--- src/rtl/rtc_seq_pkg.sv ---
`timescale 1ns/1ps
package rtc_seq_pkg;

    localparam int NUM_TIME_REGS = 7;
    localparam int BURST_BYTES   = NUM_TIME_REGS + 1;
    localparam int WDAY_BYTE     = 4;
    localparam int NUM_KEEP      = NUM_TIME_REGS - 1;
    localparam int YEAR_BASE     = 2000;

    localparam logic [7:0] ADDR_TIME_RD = 8'h00;
    localparam logic [7:0] ADDR_TIME_WR = 8'h80;
    localparam logic [7:0] ADDR_CTRL_WR = 8'h8F;
    localparam logic [7:0] CTRL_UNLOCK  = 8'h00;
    localparam logic [7:0] CTRL_LOCK    = 8'h40;

    typedef enum logic [2:0] {
        ST_IDLE,
        ST_SETUP,
        ST_LAUNCH,
        ST_XFER,
        ST_HOLD,
        ST_GAP
    } seq_state_t;

    typedef enum logic [1:0] {
        SH_IDLE,
        SH_HIGH,
        SH_LOW
    } sh_state_t;

    function automatic logic [7:0] bcd_to_bin(input logic [7:0] b);
        return 8'(b[7:4]) * 8'd10 + 8'(b[3:0]);
    endfunction

    function automatic logic [7:0] bin_to_bcd(input logic [6:0] v);
        return {4'(v / 7'd10), 4'(v % 7'd10)};
    endfunction

    // burst byte position that feeds kept slot k (day of week skipped)
    function automatic int keep_to_byte(input int k);
        return (k < WDAY_BYTE - 1) ? k + 1 : k + 2;
    endfunction

endpackage

--- src/rtl/rtc_spi_shifter.sv ---
`timescale 1ns/1ps
module rtc_spi_shifter
    import rtc_seq_pkg::*;
#(
    parameter int HP_W = 8
) (
    input  logic            clk,
    input  logic            rst_n,
    input  logic [HP_W-1:0] half_period,
    input  logic            start,
    input  logic [7:0]      tx_byte,
    input  logic            miso,
    output logic            sck,
    output logic            mosi,
    output logic [7:0]      rx_byte,
    output logic            byte_done
);

    sh_state_t       state, state_nx;
    logic [HP_W-1:0] cnt;
    logic [HP_W-1:0] hp_m1;
    logic [2:0]      bit_idx;
    logic [7:0]      tx_sr;
    logic [7:0]      rx_sr;

    assign hp_m1   = (half_period == '0) ? '0 : half_period - 1'b1;
    assign rx_byte = rx_sr;

    always_ff @(posedge clk or negedge rst_n) begin
        if (!rst_n) state <= SH_IDLE;
        else        state <= state_nx;
    end

    always_comb begin
        state_nx = state;
        unique case (state)
            SH_IDLE: if (start) state_nx = SH_HIGH;
            SH_HIGH: if (cnt == '0) state_nx = SH_LOW;
            SH_LOW:  if (cnt == '0) state_nx = (bit_idx == 3'd7) ? SH_IDLE : SH_HIGH;
            default: state_nx = SH_IDLE;
        endcase
    end

    always_ff @(posedge clk or negedge rst_n) begin
        if (!rst_n) begin
            sck       <= 1'b0;
            mosi      <= 1'b0;
            cnt       <= '0;
            bit_idx   <= '0;
            tx_sr     <= '0;
            rx_sr     <= '0;
            byte_done <= 1'b0;
        end else begin
            byte_done <= 1'b0;
            unique case (state)
                SH_IDLE: begin
                    sck  <= 1'b0;
                    mosi <= 1'b0;
                    if (start) begin
                        sck     <= 1'b1;
                        mosi    <= tx_byte[7];
                        tx_sr   <= {tx_byte[6:0], 1'b0};
                        cnt     <= hp_m1;
                        bit_idx <= '0;
                    end
                end
                SH_HIGH: begin
                    if (cnt == '0) begin
                        sck   <= 1'b0;
                        rx_sr <= {rx_sr[6:0], miso};
                        cnt   <= hp_m1;
                    end else begin
                        cnt <= cnt - 1'b1;
                    end
                end
                SH_LOW: begin
                    if (cnt == '0) begin
                        if (bit_idx == 3'd7) begin
                            byte_done <= 1'b1;
                            mosi      <= 1'b0;
                        end else begin
                            sck     <= 1'b1;
                            mosi    <= tx_sr[7];
                            tx_sr   <= {tx_sr[6:0], 1'b0};
                            bit_idx <= bit_idx + 1'b1;
                            cnt     <= hp_m1;
                        end
                    end else begin
                        cnt <= cnt - 1'b1;
                    end
                end
                default: begin
                    sck  <= 1'b0;
                    mosi <= 1'b0;
                end
            endcase
        end
    end

endmodule

--- src/rtl/rtc_hour_decode.sv ---
`timescale 1ns/1ps
module rtc_hour_decode
    import rtc_seq_pkg::*;
(
    input  logic [7:0] raw_hour,
    output logic [4:0] hour
);

    logic [7:0] h12;
    logic [7:0] h24;
    logic       mode12;
    logic       pm;

    assign mode12 = (raw_hour & 8'h40) != 8'h00;
    assign pm     = (raw_hour & 8'h20) != 8'h00;
    assign h12    = bcd_to_bin(raw_hour & 8'h1F);
    assign h24    = bcd_to_bin(raw_hour & 8'h3F);

    always_comb begin
        if (mode12) begin
            if (h12 == 8'd12) hour = pm ? 5'd12 : 5'd0;
            else if (pm)      hour = 5'(h12 + 8'd12);
            else              hour = 5'(h12);
        end else begin
            hour = 5'(h24);
        end
    end

endmodule

--- src/rtl/rtc_seq_ctrl.sv ---
`timescale 1ns/1ps
module rtc_seq_ctrl
    import rtc_seq_pkg::*;
#(
    parameter int CE_SETUP = 4,
    parameter int CE_HOLD  = 4,
    parameter int CE_GAP   = 4
) (
    input  logic                          clk,
    input  logic                          rst_n,
    input  logic                          rd_req,
    input  logic                          wr_req,
    input  logic [NUM_TIME_REGS-1:0][7:0] wr_bcd,
    input  logic                          sh_done,
    input  logic [7:0]                    sh_rx,
    output logic                          sh_start,
    output logic [7:0]                    sh_tx,
    output logic [NUM_KEEP-1:0][7:0]      rd_raw,
    output logic                          ce,
    output logic                          busy,
    output logic                          done
);

    localparam int WAIT_MAX = (CE_SETUP > CE_HOLD)
                            ? ((CE_SETUP > CE_GAP) ? CE_SETUP : CE_GAP)
                            : ((CE_HOLD > CE_GAP) ? CE_HOLD : CE_GAP);
    localparam int WAIT_W   = $clog2(WAIT_MAX + 2);
    localparam int IDX_W    = $clog2(BURST_BYTES);

    seq_state_t                    state, state_nx;
    logic [WAIT_W-1:0]             wait_cnt;
    logic [IDX_W-1:0]              byte_idx;
    logic [1:0]                    txn;
    logic                          is_write;
    logic [NUM_TIME_REGS-1:0][7:0] wdata;
    logic [IDX_W-1:0]              last_byte;
    logic                          last_txn;
    logic                          cmd;

    assign cmd       = rd_req | wr_req;
    assign last_byte = (is_write && txn != 2'd1) ? IDX_W'(1) : IDX_W'(BURST_BYTES - 1);
    assign last_txn  = !is_write || (txn == 2'd2);
    assign sh_start  = (state == ST_LAUNCH) || (state == ST_SETUP && wait_cnt == '0);

    always_comb begin
        if (byte_idx == '0) begin
            if (!is_write)       sh_tx = ADDR_TIME_RD;
            else if (txn == 2'd1) sh_tx = ADDR_TIME_WR;
            else                 sh_tx = ADDR_CTRL_WR;
        end else if (is_write && txn == 2'd0) begin
            sh_tx = CTRL_UNLOCK;
        end else if (is_write && txn == 2'd2) begin
            sh_tx = CTRL_LOCK;
        end else if (is_write) begin
            sh_tx = wdata[3'(byte_idx - 1'b1)];
        end else begin
            sh_tx = 8'h00;
        end
    end

    always_ff @(posedge clk or negedge rst_n) begin
        if (!rst_n) state <= ST_IDLE;
        else        state <= state_nx;
    end

    always_comb begin
        state_nx = state;
        unique case (state)
            ST_IDLE:   if (cmd) state_nx = ST_SETUP;
            ST_SETUP:  if (wait_cnt == '0) state_nx = ST_XFER;
            ST_LAUNCH: state_nx = ST_XFER;
            ST_XFER:   if (sh_done) state_nx = (byte_idx == last_byte) ? ST_HOLD : ST_LAUNCH;
            ST_HOLD:   if (wait_cnt == '0) state_nx = last_txn ? ST_IDLE : ST_GAP;
            ST_GAP:    if (wait_cnt == '0) state_nx = ST_SETUP;
            default:   state_nx = ST_IDLE;
        endcase
    end

    always_ff @(posedge clk or negedge rst_n) begin
        if (!rst_n) begin
            wait_cnt <= '0;
            byte_idx <= '0;
            txn      <= '0;
            is_write <= 1'b0;
            wdata    <= '0;
            rd_raw   <= '0;
            ce       <= 1'b0;
            busy     <= 1'b0;
            done     <= 1'b0;
        end else begin
            done <= 1'b0;
            unique case (state)
                ST_IDLE: begin
                    if (cmd) begin
                        is_write <= !rd_req;
                        wdata    <= wr_bcd;
                        txn      <= '0;
                        byte_idx <= '0;
                        wait_cnt <= WAIT_W'(CE_SETUP);
                        ce       <= 1'b1;
                        busy     <= 1'b1;
                    end
                end
                ST_SETUP: begin
                    if (wait_cnt != '0) wait_cnt <= wait_cnt - 1'b1;
                end
                ST_LAUNCH: begin
                end
                ST_XFER: begin
                    if (sh_done) begin
                        if (!is_write) begin
                            for (int k = 0; k < NUM_KEEP; k++) begin
                                if (byte_idx == IDX_W'(keep_to_byte(k))) rd_raw[k] <= sh_rx;
                            end
                        end
                        if (byte_idx == last_byte) wait_cnt <= WAIT_W'(CE_HOLD);
                        else                       byte_idx <= byte_idx + 1'b1;
                    end
                end
                ST_HOLD: begin
                    if (wait_cnt == '0) begin
                        ce       <= 1'b0;
                        byte_idx <= '0;
                        if (last_txn) begin
                            busy <= 1'b0;
                            done <= 1'b1;
                        end else begin
                            txn      <= txn + 1'b1;
                            wait_cnt <= WAIT_W'(CE_GAP);
                        end
                    end else begin
                        wait_cnt <= wait_cnt - 1'b1;
                    end
                end
                ST_GAP: begin
                    if (wait_cnt == '0) begin
                        ce       <= 1'b1;
                        wait_cnt <= WAIT_W'(CE_SETUP);
                    end else begin
                        wait_cnt <= wait_cnt - 1'b1;
                    end
                end
                default: begin
                    ce   <= 1'b0;
                    busy <= 1'b0;
                end
            endcase
        end
    end

endmodule

--- src/rtl/rtc_spi_seq.sv ---
`timescale 1ns/1ps
module rtc_spi_seq
    import rtc_seq_pkg::*;
#(
    parameter int HP_W     = 8,
    parameter int YEAR_W   = 12,
    parameter int CE_SETUP = 4,
    parameter int CE_HOLD  = 4,
    parameter int CE_GAP   = 4
) (
    input  logic              clk,
    input  logic              rst_n,
    input  logic [HP_W-1:0]   half_period,
    input  logic              rd_req,
    input  logic              wr_req,
    input  logic [5:0]        wr_sec,
    input  logic [5:0]        wr_min,
    input  logic [4:0]        wr_hour,
    input  logic [2:0]        wr_wday,
    input  logic [4:0]        wr_mday,
    input  logic [3:0]        wr_month,
    input  logic [YEAR_W-1:0] wr_year,
    output logic              busy,
    output logic              done,
    output logic [5:0]        rd_sec,
    output logic [5:0]        rd_min,
    output logic [4:0]        rd_hour,
    output logic [4:0]        rd_mday,
    output logic [3:0]        rd_month,
    output logic [YEAR_W-1:0] rd_year,
    output logic              spi_ce,
    output logic              spi_sck,
    output logic              spi_mosi,
    input  logic              spi_miso
);

    logic [NUM_TIME_REGS-1:0][6:0] wr_bin;
    logic [NUM_TIME_REGS-1:0][7:0] wr_bcd;
    logic [NUM_KEEP-1:0][7:0]      rd_raw;
    logic                          sh_start;
    logic                          sh_done;
    logic [7:0]                    sh_tx;
    logic [7:0]                    sh_rx;

    // binary fields in device register order
    assign wr_bin[0] = 7'(wr_sec);
    assign wr_bin[1] = 7'(wr_min);
    assign wr_bin[2] = 7'(wr_hour);
    assign wr_bin[3] = 7'(wr_wday);
    assign wr_bin[4] = 7'(wr_mday);
    assign wr_bin[5] = 7'(wr_month);
    assign wr_bin[6] = 7'(wr_year - YEAR_W'(YEAR_BASE));

    genvar g;
    generate
        for (g = 0; g < NUM_TIME_REGS; g++) begin : g_to_bcd
            assign wr_bcd[g] = bin_to_bcd(wr_bin[g]);
        end
    endgenerate

    // kept read slots: 0 sec, 1 min, 2 hour, 3 mday, 4 month, 5 year
    assign rd_sec   = 6'(bcd_to_bin(rd_raw[0] & 8'h7F));
    assign rd_min   = 6'(bcd_to_bin(rd_raw[1] & 8'h7F));
    assign rd_mday  = 5'(bcd_to_bin(rd_raw[3] & 8'h3F));
    assign rd_month = 4'(bcd_to_bin(rd_raw[4] & 8'h1F));
    assign rd_year  = YEAR_W'(bcd_to_bin(rd_raw[5])) + YEAR_W'(YEAR_BASE);

    rtc_hour_decode i_hour (
        .raw_hour (rd_raw[2]),
        .hour     (rd_hour)
    );

    rtc_seq_ctrl #(
        .CE_SETUP (CE_SETUP),
        .CE_HOLD  (CE_HOLD),
        .CE_GAP   (CE_GAP)
    ) i_ctrl (
        .clk      (clk),
        .rst_n    (rst_n),
        .rd_req   (rd_req),
        .wr_req   (wr_req),
        .wr_bcd   (wr_bcd),
        .sh_done  (sh_done),
        .sh_rx    (sh_rx),
        .sh_start (sh_start),
        .sh_tx    (sh_tx),
        .rd_raw   (rd_raw),
        .ce       (spi_ce),
        .busy     (busy),
        .done     (done)
    );

    rtc_spi_shifter #(
        .HP_W (HP_W)
    ) i_shift (
        .clk         (clk),
        .rst_n       (rst_n),
        .half_period (half_period),
        .start       (sh_start),
        .tx_byte     (sh_tx),
        .miso        (spi_miso),
        .sck         (spi_sck),
        .mosi        (spi_mosi),
        .rx_byte     (sh_rx),
        .byte_done   (sh_done)
    );

endmodule

--- config.mk ---
export PLATFORM = sky130hd
export DESIGN_NAME = rtc_spi_seq
export DESIGN_NICKNAME = d
export VERILOG_FILES = /design/src/rtl/rtc_seq_pkg.sv /design/src/rtl/rtc_spi_shifter.sv /design/src/rtl/rtc_hour_decode.sv /design/src/rtl/rtc_seq_ctrl.sv /design/src/rtl/rtc_spi_seq.sv
export SDC_FILE = /design/constraint.sdc
export NUM_CORES = 1
export LEC_CHECK = 0
export BUFFER_PORTS_ARGS = -buffer_cell sky130_fd_sc_hd__buf_2
export CAP_MARGIN = 20
export CORE_MARGIN = 4
export CORE_UTILIZATION = 65
export DETAILED_ROUTE_END_ITERATION = 6
export GPL_ROUTABILITY_DRIVEN = 0
export GPL_TIMING_DRIVEN = 0
export HOLD_SLACK_MARGIN = 0.03
export PLACE_DENSITY = 0.86
export SETUP_SLACK_MARGIN = 0.2
export SLEW_MARGIN = 20
export SYNTH_ARGS = -nofsm -noshare
export SYNTH_HDL_FRONTEND = slang
export SYNTH_SLANG_ARGS = --single-unit
--- constraint.sdc ---
create_clock -name clk -period 8.53 [get_ports clk]
set_input_delay 1.2795 -clock clk [delete_from_list [all_inputs] [get_ports clk]]
set_output_delay 1.2795 -clock clk [all_outputs]
set_load 0.05 [all_outputs]
# Word level (Yosys, flattened, before mapping)
# Index checks and enable logic that the tools add are counted.
op_classes:
  addsub: 17
  multipliers: 7
  div_mod_pow: 14
  n_lt_le_gt_ge: 1
  eq_ne: 35
  n_shift: 0
  n_mux: 79
  bitwise: 5
  reduce_logical: 42
op_table:
  columns: ["op", "n"]
  rows:
  - ["2-to-1 mux 8 bit", 14]
  - ["2-to-1 mux 3 bit", 22]
  - ["AND reduction 4 bit", 10]
  - ["binary-select mux 8 bit (select 3 bit)", 1]
  - ["one-hot mux 8 bit (3 select lines)", 1]
  - ["2-to-1 mux 1 bit", 19]
  - ["== test 3 bit (second input constant)", 6]
  - ["inequality test 2 x 1 -> 1 bit (second input constant)", 9]
  - ["one-hot mux 3 bit (6 select lines)", 1]
  - ["logical NOT 8 bit", 2]
  - ["one-hot mux 8 bit (2 select lines)", 1]
  - ["subtractor 8 x 1 -> 8 bit (second input constant)", 2]
  - ["2-to-1 mux 5 bit", 3]
  - ["one-hot mux 3 bit (5 select lines)", 1]
  - ["divider 5 x 4 -> 7 bit (second input constant)", 2]
  - ["divider 6 x 4 -> 7 bit (second input constant)", 2]
  - ["modulo 5 x 4 -> 7 bit (second input constant)", 2]
  - ["modulo 6 x 4 -> 7 bit (second input constant)", 2]
  - ["adder 6 x 4 -> 6 bit", 2]
  - ["adder 8 x 11 -> 12 bit (second input constant)", 1]
  - ["== test 3 x 2 -> 1 bit (second input constant)", 4]
  - ["2-to-1 mux 2 bit", 6]
  - ["inequality test 2 bit (second input constant)", 6]
  - ["adder 5 x 4 -> 5 bit", 2]
  - ["49 further kinds", 79]
totals:
  regBits: 143
  latch_bits: 0
  mem_bits_rw: 0
  romBits: 0
  output_inout_bits: 43
  wordCells: 229
  mem_count: 0

# Logic depth before layout (Yosys ltp)
# Gate-level depths: netlist (run 1).
depth:
  depth_word: 9
  depth_mapped: 13

# Cells and area by module
# A second synthesis (run 1) with hierarchy kept.
unflattened:
  hier_cells: 983
  hier_area_um2: 10236.1
modules_own_cells:
  columns: ["module", "n_inst", "cells_each", "area_each_um2", "seq_area_each_um2"]
  rows:
  - ["rtc_seq_ctrl", 1, 403, 5545.3, 2977.9]
  - ["rtc_spi_seq", 1, 345, 2444.8, 0.0]
  - ["rtc_spi_shifter", 1, 193, 1933.1, 775.7]
  - ["rtc_hour_decode", 1, 42, 312.8, 0.0]

# Least setup slack after synthesis (run 1)
# No wires, ideal clock.
synth_timing:
  kind: "reg2out"
  from: "register i_ctrl.rd_raw[47] in the netlist's numbering"
  to: "output port rd_year[10]"
  arrival_time_ps: 3316
  slack_ps: 3934
  path_stages_with_launch: 10
  cell_sequence: "dfrtp_1 -> ha_1 -> ha_1 -> fa_1 -> nand2_1 -> o21bai_1 -> nand3b_1 -> o21ai_0 -> nor3_1 -> buf_4"
synth_between:
  elab_chain_len: 3
synth_lines:
  columns: ["element", "line_no", "text"]
  rows:
  - ["start: declaration", "rtc_seq_ctrl.sv:18", "output logic [NUM_KEEP-1:0][7:0] rd_raw,"]
  - ["start signal: indexed assignment", "rtc_seq_ctrl.sv:113", "if (byte_idx == IDX_W'(keep_to_byte(k))) rd_raw[k] <= sh_rx;"]
  - ["multiplier 4 x 3 -> 7 bit", "rtc_seq_pkg.sv:32", "return 8'(b[7:4]) * 8'd10 + 8'(b[3:0]);"]
  - ["adder 8 x 4 -> 8 bit", "rtc_seq_pkg.sv:32", null]
  - ["adder 8 x 11 -> 12 bit", "rtc_spi_seq.sv:66", "assign rd_year = YEAR_W'(bcd_to_bin(rd_raw[5])) + YEAR_W'(YEAR_BASE);"]
  - ["end: declaration", "rtc_spi_seq.sv:30", "output logic [YEAR_W-1:0] rd_year,"]
# No other way between the ends.

# Worst setup path after layout (run 1)
layout_timing:
  from: "register i_ctrl.rd_raw[45] in the netlist's numbering"
  to: "output port rd_year[7]"
# Same word-level chain as after synthesis.

==> results of run 1 <==
-- placed cells by master (no fill, tap or decap), types with 5 or more instances in the layout --
master / synthesis / final
a21o_1: 8 / 8
a21oi_1: 55 / 55
a221oi_1: 7 / 7
a22o_1: 9 / 9
a31oi_1: 13 / 13
and2_1: 7 / 7
and3_1: 9 / 9
buf_2: 13 / 99
buf_4: 7 / 7
clkbuf_1: 24 / 26
clkbuf_16: 0 / 17
dfrtp_1: 128 / 128
fa_1: 6 / 6
ha_1: 65 / 65
inv_1: 65 / 65
mux2_2: 59 / 59
mux2i_1: 5 / 5
mux4_2: 5 / 5
nand2_1: 118 / 118
nand2b_1: 16 / 16
nand3_1: 14 / 14
nor2_1: 48 / 48
nor2b_1: 15 / 15
nor3_1: 21 / 21
nor4_1: 5 / 5
o211ai_1: 5 / 5
o21a_1: 6 / 6
o21ai_0: 52 / 52
o21ai_1: 17 / 17
o22ai_1: 11 / 11
o31ai_1: 6 / 6
or3_1: 5 / 5
xnor2_1: 24 / 24
xor2_1: 9 / 9
-- power groups by stage --
stage | Combinational (mW) | Sequential [mW] | Clock (mW)
CTS | 0.467 | 0.747 | 0.770
floorplan | 0.352 | 0.733 | 0
detailed placement | 0.461 | 0.754 | 0
finish | 0.469 | 0.749 | 0.765
global placement | 0.445 | 0.752 | 0
global route | 0.530 | 0.756 | 0.803
-- routing by layer --
| layer | global-route usage, % | wire, um |
|---|---|---|
| met3 | 4.94 | 1050 |
| met4 | 12.3 | 702 |
| met2 | 46.2 | 10300 |
| met1 | 34.8 | 8540 |
| met5 | 0 | 0 |
-- area by class of cell --
cell class	count	area share [%]
buffer	48	2.28
clock buffer	21	4.56
clock inverter	10	1.59
inverter	66	2.46
multi-input combinational	706	50.5
sequential	128	31.7
tap	176	2.18
timing repair buffer	88	4.65
-- kinds of logic after synthesis --
logic type	Yosys count
xor gates and xnor gates	36
adders and majority gates	72
muxes	69
DFF	128
and+or+nand+nor	292
buffers and inverters	114
AOI/OAI and AO/OA	237
-- state kept, by name, indices dropped and copies added (netlist names), 3 cells and up --
name	count
i_ctrl.byte_idx	3
i_ctrl.wait_cnt	3
i_ctrl.state	3
i_ctrl.wdata	42
i_shift.cnt	8
i_ctrl.rd_raw	40
i_shift.bit_idx	3
i_shift.rx_byte	8
i_shift.tx_sr	7
-- worst paths after layout --
check / from / to / slack [ns] / depth (start not counted)
max: i_ctrl.rd_raw[45]$_DFFE_PN0P_ / rd_year[7] / 4.05 / 10
min: i_shift.tx_sr[3]$_DFFE_PN0P_ / i_shift.tx_sr[3]$_DFFE_PN0P_ / 0.47 / 1
max reg2reg: i_ctrl.byte_idx[0]$_DFFE_PN0P_ / i_shift.tx_sr[1]$_DFFE_PN0P_ / 5.12 / 11
min reg2reg: i_shift.tx_sr[3]$_DFFE_PN0P_ / i_shift.tx_sr[3]$_DFFE_PN0P_ / 0.47 / 1
max in group asynchronous: rst_n / i_shift.cnt[7]$_DFFE_PN0P_ / 6.97 / 2
min in group asynchronous: rst_n / i_ctrl.rd_raw[28]$_DFFE_PN0P_ / 0.82 / 1
-- through the flow --
step / util, % / hold WS [ns] / setup slack, ns / power [mW] / instance area [sq um]
2_1_floorplan: - / 0.433 / 3.93 / 1.09 / 8780
3_3_place_gp: 71.2 / 0.447 / 4.40 / 1.20 / 9440
3_5_place_dp: 71.5 / 0.459 / 4.33 / 1.22 / 9470
4_1_cts: 76.2 / 0.473 / 4.05 / 1.98 / 10100
5_1_grt: 76.2 / 0.491 / 3.92 / 2.09 / 10100
6_report: 76.2 / 0.471 / 4.05 / 1.98 / 10100
-- synthesized netlist by cell type, types with 14 or more instances --
cell and n:
nand2b_1 16, xnor2_1 24, a21oi_1 55, ha_1 65, nand3_1 14, o21ai_0 52
nor2_1 48, nor2b_1 15, mux2_2 59, nand2_1 118, inv_1 65, nor3_1 21
o21ai_1 17, dfrtp_1 128, clkbuf_1 24
-- worst max-delay path: cells and delay by family, from the launching register on --
family	cells	cell delay (ns)
buf+inv	3	0.39
flops	1	0.43
simple gates	1	0.09
fa+ha+maj	4	1.39
compound gates	2	0.48
==> flow_metrics.env, run 1 <==
export IMPL_synthXorXnorAreaFrac_pct=3.85
export IMPL_synth_distinct_cells=87
export IMPL_internal_power_mw=1.38
export IMPL_postSynthCellCount=948
export IMPL_rsz0062_at_grt="no"
export IMPL_syn_num_nets=1073
export IMPL_path_max_fanout=4
export IMPL_finalSetupTns_ns=0
export IMPL_grt_max_degree=74
export IMPL_holdCritPathClass="flop to flop"
export IMPL_placed_cells=1212
export IMPL_synth_edf_count=0
export IMPL_synth_area_leader_cell="dfrtp_1"
export IMPL_cts_hold_buffers=0
export IMPL_hold_violations=0
export IMPL_clk_pin_slew_ns=0.06
export IMPL_die_y_um=124
export IMPL_vias=7604
export IMPL_synth_area_leaders="dfrtp_1 (36%), ha_1 (9.3%), mux2_2 (7.6%), nand2_1 (5.0%), a21oi_1 (3.1%)"
export IMPL_cts_tree="yes"
export IMPL_ys_seq_elements=128
export IMPL_vias_per_cell=6.12
export IMPL_avgSynthCellArea_sq_um=9.26
export IMPL_finalSetupViolations=0
export IMPL_maxCapViolations=0
export IMPL_pwr_share_clk_pct=38.6
export IMPL_ant_nets=0
export IMPL_power_switching_uw=607
export IMPL_dp_hpwl_um=14800
export IMPL_cpMostUsedCell="ha_1"
export IMPL_cts_buffers=17
export IMPL_wl_um=20600
export IMPL_grt_overflow_total=0
export IMPL_crit_path_cell_trace="ha_1, ha_1, fa_1, nand2_1, o21bai_1, o21ai_0, inv_1, ha_1, inv_1, buf_2"
export IMPL_cts_buffer_depth=2
export IMPL_post_cts_resized=0
export IMPL_multi_input_area_sq_um=5100
export IMPL_wl_per_cell_um=16.6
export IMPL_synth_adder_area_share_pct=10.8
export IMPL_ff_latch_area_sq_um=3200
export IMPL_dieWidth_um=124
export IMPL_yosys_warnings=0
export IMPL_rows=42
export IMPL_power_leakage_nw=4.89
export IMPL_slew_headroom_pct=53.2
export IMPL_post_cts_setup_buffers=0
export IMPL_critical_path_class="flop to output pin"
export IMPL_worst_slew_pin_slew_ns=0.685
export IMPL_instances_no_fill=1243
export IMPL_drtIter0Drc=604
export IMPL_cp_required_ns=7.25
export IMPL_yosys_area_share_simple_pct=16.4
export IMPL_synth_mux_area_share_pct=9.42
export IMPL_io_pins=97
export IMPL_clock_sinks=128
export IMPL_grt_pass1_wl_um=35500
export IMPL_period_minus_slack_ns=4.48
export IMPL_cts_max_level=4
export IMPL_startpoint_type="flop"
export IMPL_vdd_drop_max_v=0.000119
export IMPL_synth_compound_gate_area_share_pct=17.6
export IMPL_antenna_found_initial=0
export IMPL_crit_path_end_kind="output pin"
export IMPL_max_freq_mhz=223
export IMPL_cts_root_buf="clkbuf_16"
export IMPL_p_comb_share_pct=23.7
export IMPL_swShare_pct=30.6
export IMPL_initial_core_util_pct=66.3
export IMPL_status="complete, no violations"
export IMPL_ys_seq_area_share_pct=36.5
export IMPL_fin_skew_ns=0.00875
export IMPL_synth_ff_type="dfrtp_1"
export IMPL_grtUsageTotal_pct=27.5
export IMPL_die_area_sq_um=15400
export IMPL_diodes=0
export IMPL_seq_power_share_pct=37.8
export IMPL_p_per_area_nw_per_um2=197
export IMPL_layout_nets=1180
export IMPL_grt_pass1_vias=7448
export IMPL_max_stage_delay_ns=0.53
export IMPL_post_synth_top_area_fraction_pct=36.5
export IMPL_syn_area_sq_um=8780
export IMPL_core_sq_um=13200
export IMPL_first_pass_iters=7
export IMPL_cp_slowest_cell="fa_1"
export IMPL_synth_top_family_by_area="compound AO/OA/AOI/OAI gates"
export IMPL_nFillCells=913
export IMPL_period_share_pct=52.5
export IMPL_arrival_ns=3.20
export IMPL_report_final_slew_viol_count=0
export IMPL_drive_gt1_share_pct=21.2
export IMPL_drc=0
export IMPL_clk_latency_ns=0.42
export IMPL_io_buffers=87
export IMPL_syn_to_final_growth_pct=14.9
export IMPL_async_reset_ff_share_pct=100
Note: power is estimated with default switching activity, not from simulation.
==> run 2, diff against run 1 <==
--- a/config.mk
+++ b/config.mk
@@ -8,12 +8,12 @@
 export BUFFER_PORTS_ARGS = -buffer_cell sky130_fd_sc_hd__buf_2
 export CAP_MARGIN = 20
 export CORE_MARGIN = 4
-export CORE_UTILIZATION = 65
+export CORE_UTILIZATION = 60
 export DETAILED_ROUTE_END_ITERATION = 6
 export GPL_ROUTABILITY_DRIVEN = 0
 export GPL_TIMING_DRIVEN = 0
 export HOLD_SLACK_MARGIN = 0.03
-export PLACE_DENSITY = 0.86
+export PLACE_DENSITY = 0.8
 export SETUP_SLACK_MARGIN = 0.2
 export SLEW_MARGIN = 20
 export SYNTH_ARGS = -nofsm -noshare
==> constraint.sdc (replaced) <==
create_clock -name clk -period 4.5 [get_ports clk]
set_input_delay 0.675 -clock clk [delete_from_list [all_inputs] [get_ports clk]]
set_output_delay 0.675 -clock clk [all_outputs]
set_load 0.05 [all_outputs]
==> flow_metrics.env, run 2 (synthesis results as in run 1) <==
export IMPL_status="complete, no violations"
export IMPL_grt_pass1_vias=7086
export IMPL_path_max_fanout=4
export IMPL_ant_nets=0
export IMPL_io_pins=97
export IMPL_pwr_share_clk_pct=38.6
export IMPL_p_comb_share_pct=23.7
export IMPL_crit_path_end_kind="output pin"
export IMPL_fin_skew_ns=0.00578
export IMPL_clock_sinks=128
export IMPL_grt_overflow_total=0
export IMPL_drc=0
export IMPL_vias=7436
export IMPL_cts_max_level=4
export IMPL_cp_top_family="adder cells"
export IMPL_finalPower_mw=3.77
export IMPL_syn_to_final_growth_pct=15.1
export IMPL_cpMostUsedCell="ha_1"
export IMPL_max_stage_delay_ns=0.54
export IMPL_critical_path_class="flop to output pin"
export IMPL_cp_slowest_cell="fa_1"
export IMPL_cts_buffers=17
export IMPL_cp_required_ns=3.83
export IMPL_cts_tree="yes"
export IMPL_rr_startpoint="i_ctrl.byte_idx[0]$_DFFE_PN0P_"
export IMPL_clk_latency_ns=0.42
export IMPL_core_sq_um=14100
export IMPL_swShare_pct=31.0
export IMPL_diodes=0
export IMPL_drive_gt1_share_pct=21.3
export IMPL_internal_power_mw=2.60
export IMPL_antenna_found_initial=0
export IMPL_dieWidth_um=129
export IMPL_first_pass_iters=5
export IMPL_maxCapViolations=0
export IMPL_grtUsageTotal_pct=25.1
export IMPL_grt_pass1_wl_um=33700
export IMPL_p_per_area_nw_per_um2=373
export IMPL_max_freq_mhz=257
export IMPL_top_regs="i_ctrl.wdata (42), i_ctrl.rd_raw (40)"
export IMPL_holdCritPathClass="input pin to async pin"
export IMPL_finalSetupViolations=0
export IMPL_regMostFlops="i_ctrl.wdata"
export IMPL_period_minus_slack_ns=3.89
export IMPL_arrival_ns=3.22
export IMPL_cts_hold_buffers=0
export IMPL_startpoint_type="flop"
export IMPL_layout_nets=1180
export IMPL_dp_hpwl_um=14700
export IMPL_die_y_um=129
export IMPL_slew_headroom_pct=59.1
export IMPL_layout_common_cells="dfrtp_1 (128), nand2_1 (118), buf_2 (99)"
export IMPL_largest_register_ffs=42
export IMPL_cts_buffer_depth=2
export IMPL_die_area_sq_um=16600
export IMPL_grt_max_degree=76
export IMPL_crit_path_cell_trace="ha_1, ha_1, fa_1, nand2_1, o21bai_1, o21ai_0, inv_1, ha_1, inv_1, buf_2"
export IMPL_clk_pin_slew_ns=0.06
export IMPL_rows=43
export IMPL_power_switching_mw=1.17
export IMPL_hold_violations=0
export IMPL_wl_um=20300
export IMPL_power_leakage_nw=4.88
export IMPL_wl_per_cell_um=16.3
export IMPL_layout_commonest_cell="dfrtp_1"
export IMPL_worst_slew_pin_slew_ns=0.599
export IMPL_post_cts_setup_buffers=0
export IMPL_initial_core_util_pct=62.3
export IMPL_vias_per_cell=5.96
export IMPL_finalSetupTns_ns=0
export IMPL_io_buffers=87
export IMPL_vdd_drop_max_v=0.000247
export IMPL_crit_start="i_ctrl.rd_raw[45]$_DFFE_PN0P_"
export IMPL_cts_root_buf="clkbuf_16"
export IMPL_rsz0062_at_grt="no"
export IMPL_nFillCells=1068
export IMPL_post_cts_resized=0
export IMPL_period_share_pct=86.5
export IMPL_report_final_slew_viol_count=0
export IMPL_drtIter0Drc=403
export IMPL_critical_path_buf_inv_count=3
export IMPL_seq_power_share_pct=37.7
## run 2: changes by cell type in the layout (fill, tap and decap cells not counted)
cell / change
clkinvlp_4: +2
clkinv_4: +2
clkbuf_1: -1
clkbuf_8: -1
clkinv_2: -1
## run 2: final cells by class
| cell class | count | area, sq um | share of cell area (%) |
|---|---|---|---|
| Inverter | 66 | 248 | 2.45 |
| Tap cell | 180 | 225 | 2.23 |
| Sequential cell | 128 | 3200 | 31.7 |
| Timing Repair Buffer | 88 | 469 | 4.64 |
| Clock inverter | 13 | 188 | 1.86 |
| Multi-Input combinational cell | 706 | 5100 | 50.5 |
| Clock buffer | 19 | 443 | 4.38 |
| Buffer | 48 | 230 | 2.28 |
## run 2: stage by stage
stage / setup slack (ns) / instances / cell area [sq um] / util [%] / hold WS, ns
after floorplan: 0.509 / 948 / 8780 / - / 0.379
after global placement: 0.990 / 1215 / 9440 / 67.0 / 0.447
after detailed placement: 0.951 / 1216 / 9470 / 67.2 / 0.461
after CTS: 0.633 / 1248 / 10100 / 71.7 / 0.214
after global routing: 0.435 / 1248 / 10100 / 71.7 / 0.237
final: 0.608 / 1248 / 10100 / 71.7 / 0.198
## run 2: power by group through the flow
stage                     Clock, mW  Combinational, mW  Sequential, mW
after floorplan                   0              0.668            1.39
after global placement            0              0.849            1.43
after detailed placement          0              0.881            1.43
after CTS                      1.46              0.888            1.41
after global routing           1.52               1.01            1.43
final                          1.45              0.894            1.42
## run 2: final timing paths
check	endpoint	slack, ns	cells past startpoint
min in group clk	i_ctrl.wdata[25]$_DFFE_PN0P_	0.45	3
setup reg to reg	i_shift.tx_sr[1]$_DFFE_PN0P_	0.81	11
hold / removal	i_ctrl.wait_cnt[0]$_DFFE_PN0P_	0.20	1
max in group asynchronous	i_ctrl.wdata[44]$_DFFE_PN0P_	3.58	2
hold reg to reg	i_ctrl.wdata[0]$_DFFE_PN0P_	0.47	2
setup / recovery	rd_year[7]	0.61	10
## run 2: metal layers
metal	up-vias	track usage (%)	part of all wire (%)	wire length, um
met4	0	8.21	2.0	415
li1	3595	-	-	-
met2	224	42.0	49	10000
met5	-	0	0	0
met1	3580	33.3	44	8940
met3	37	4.40	4.6	926
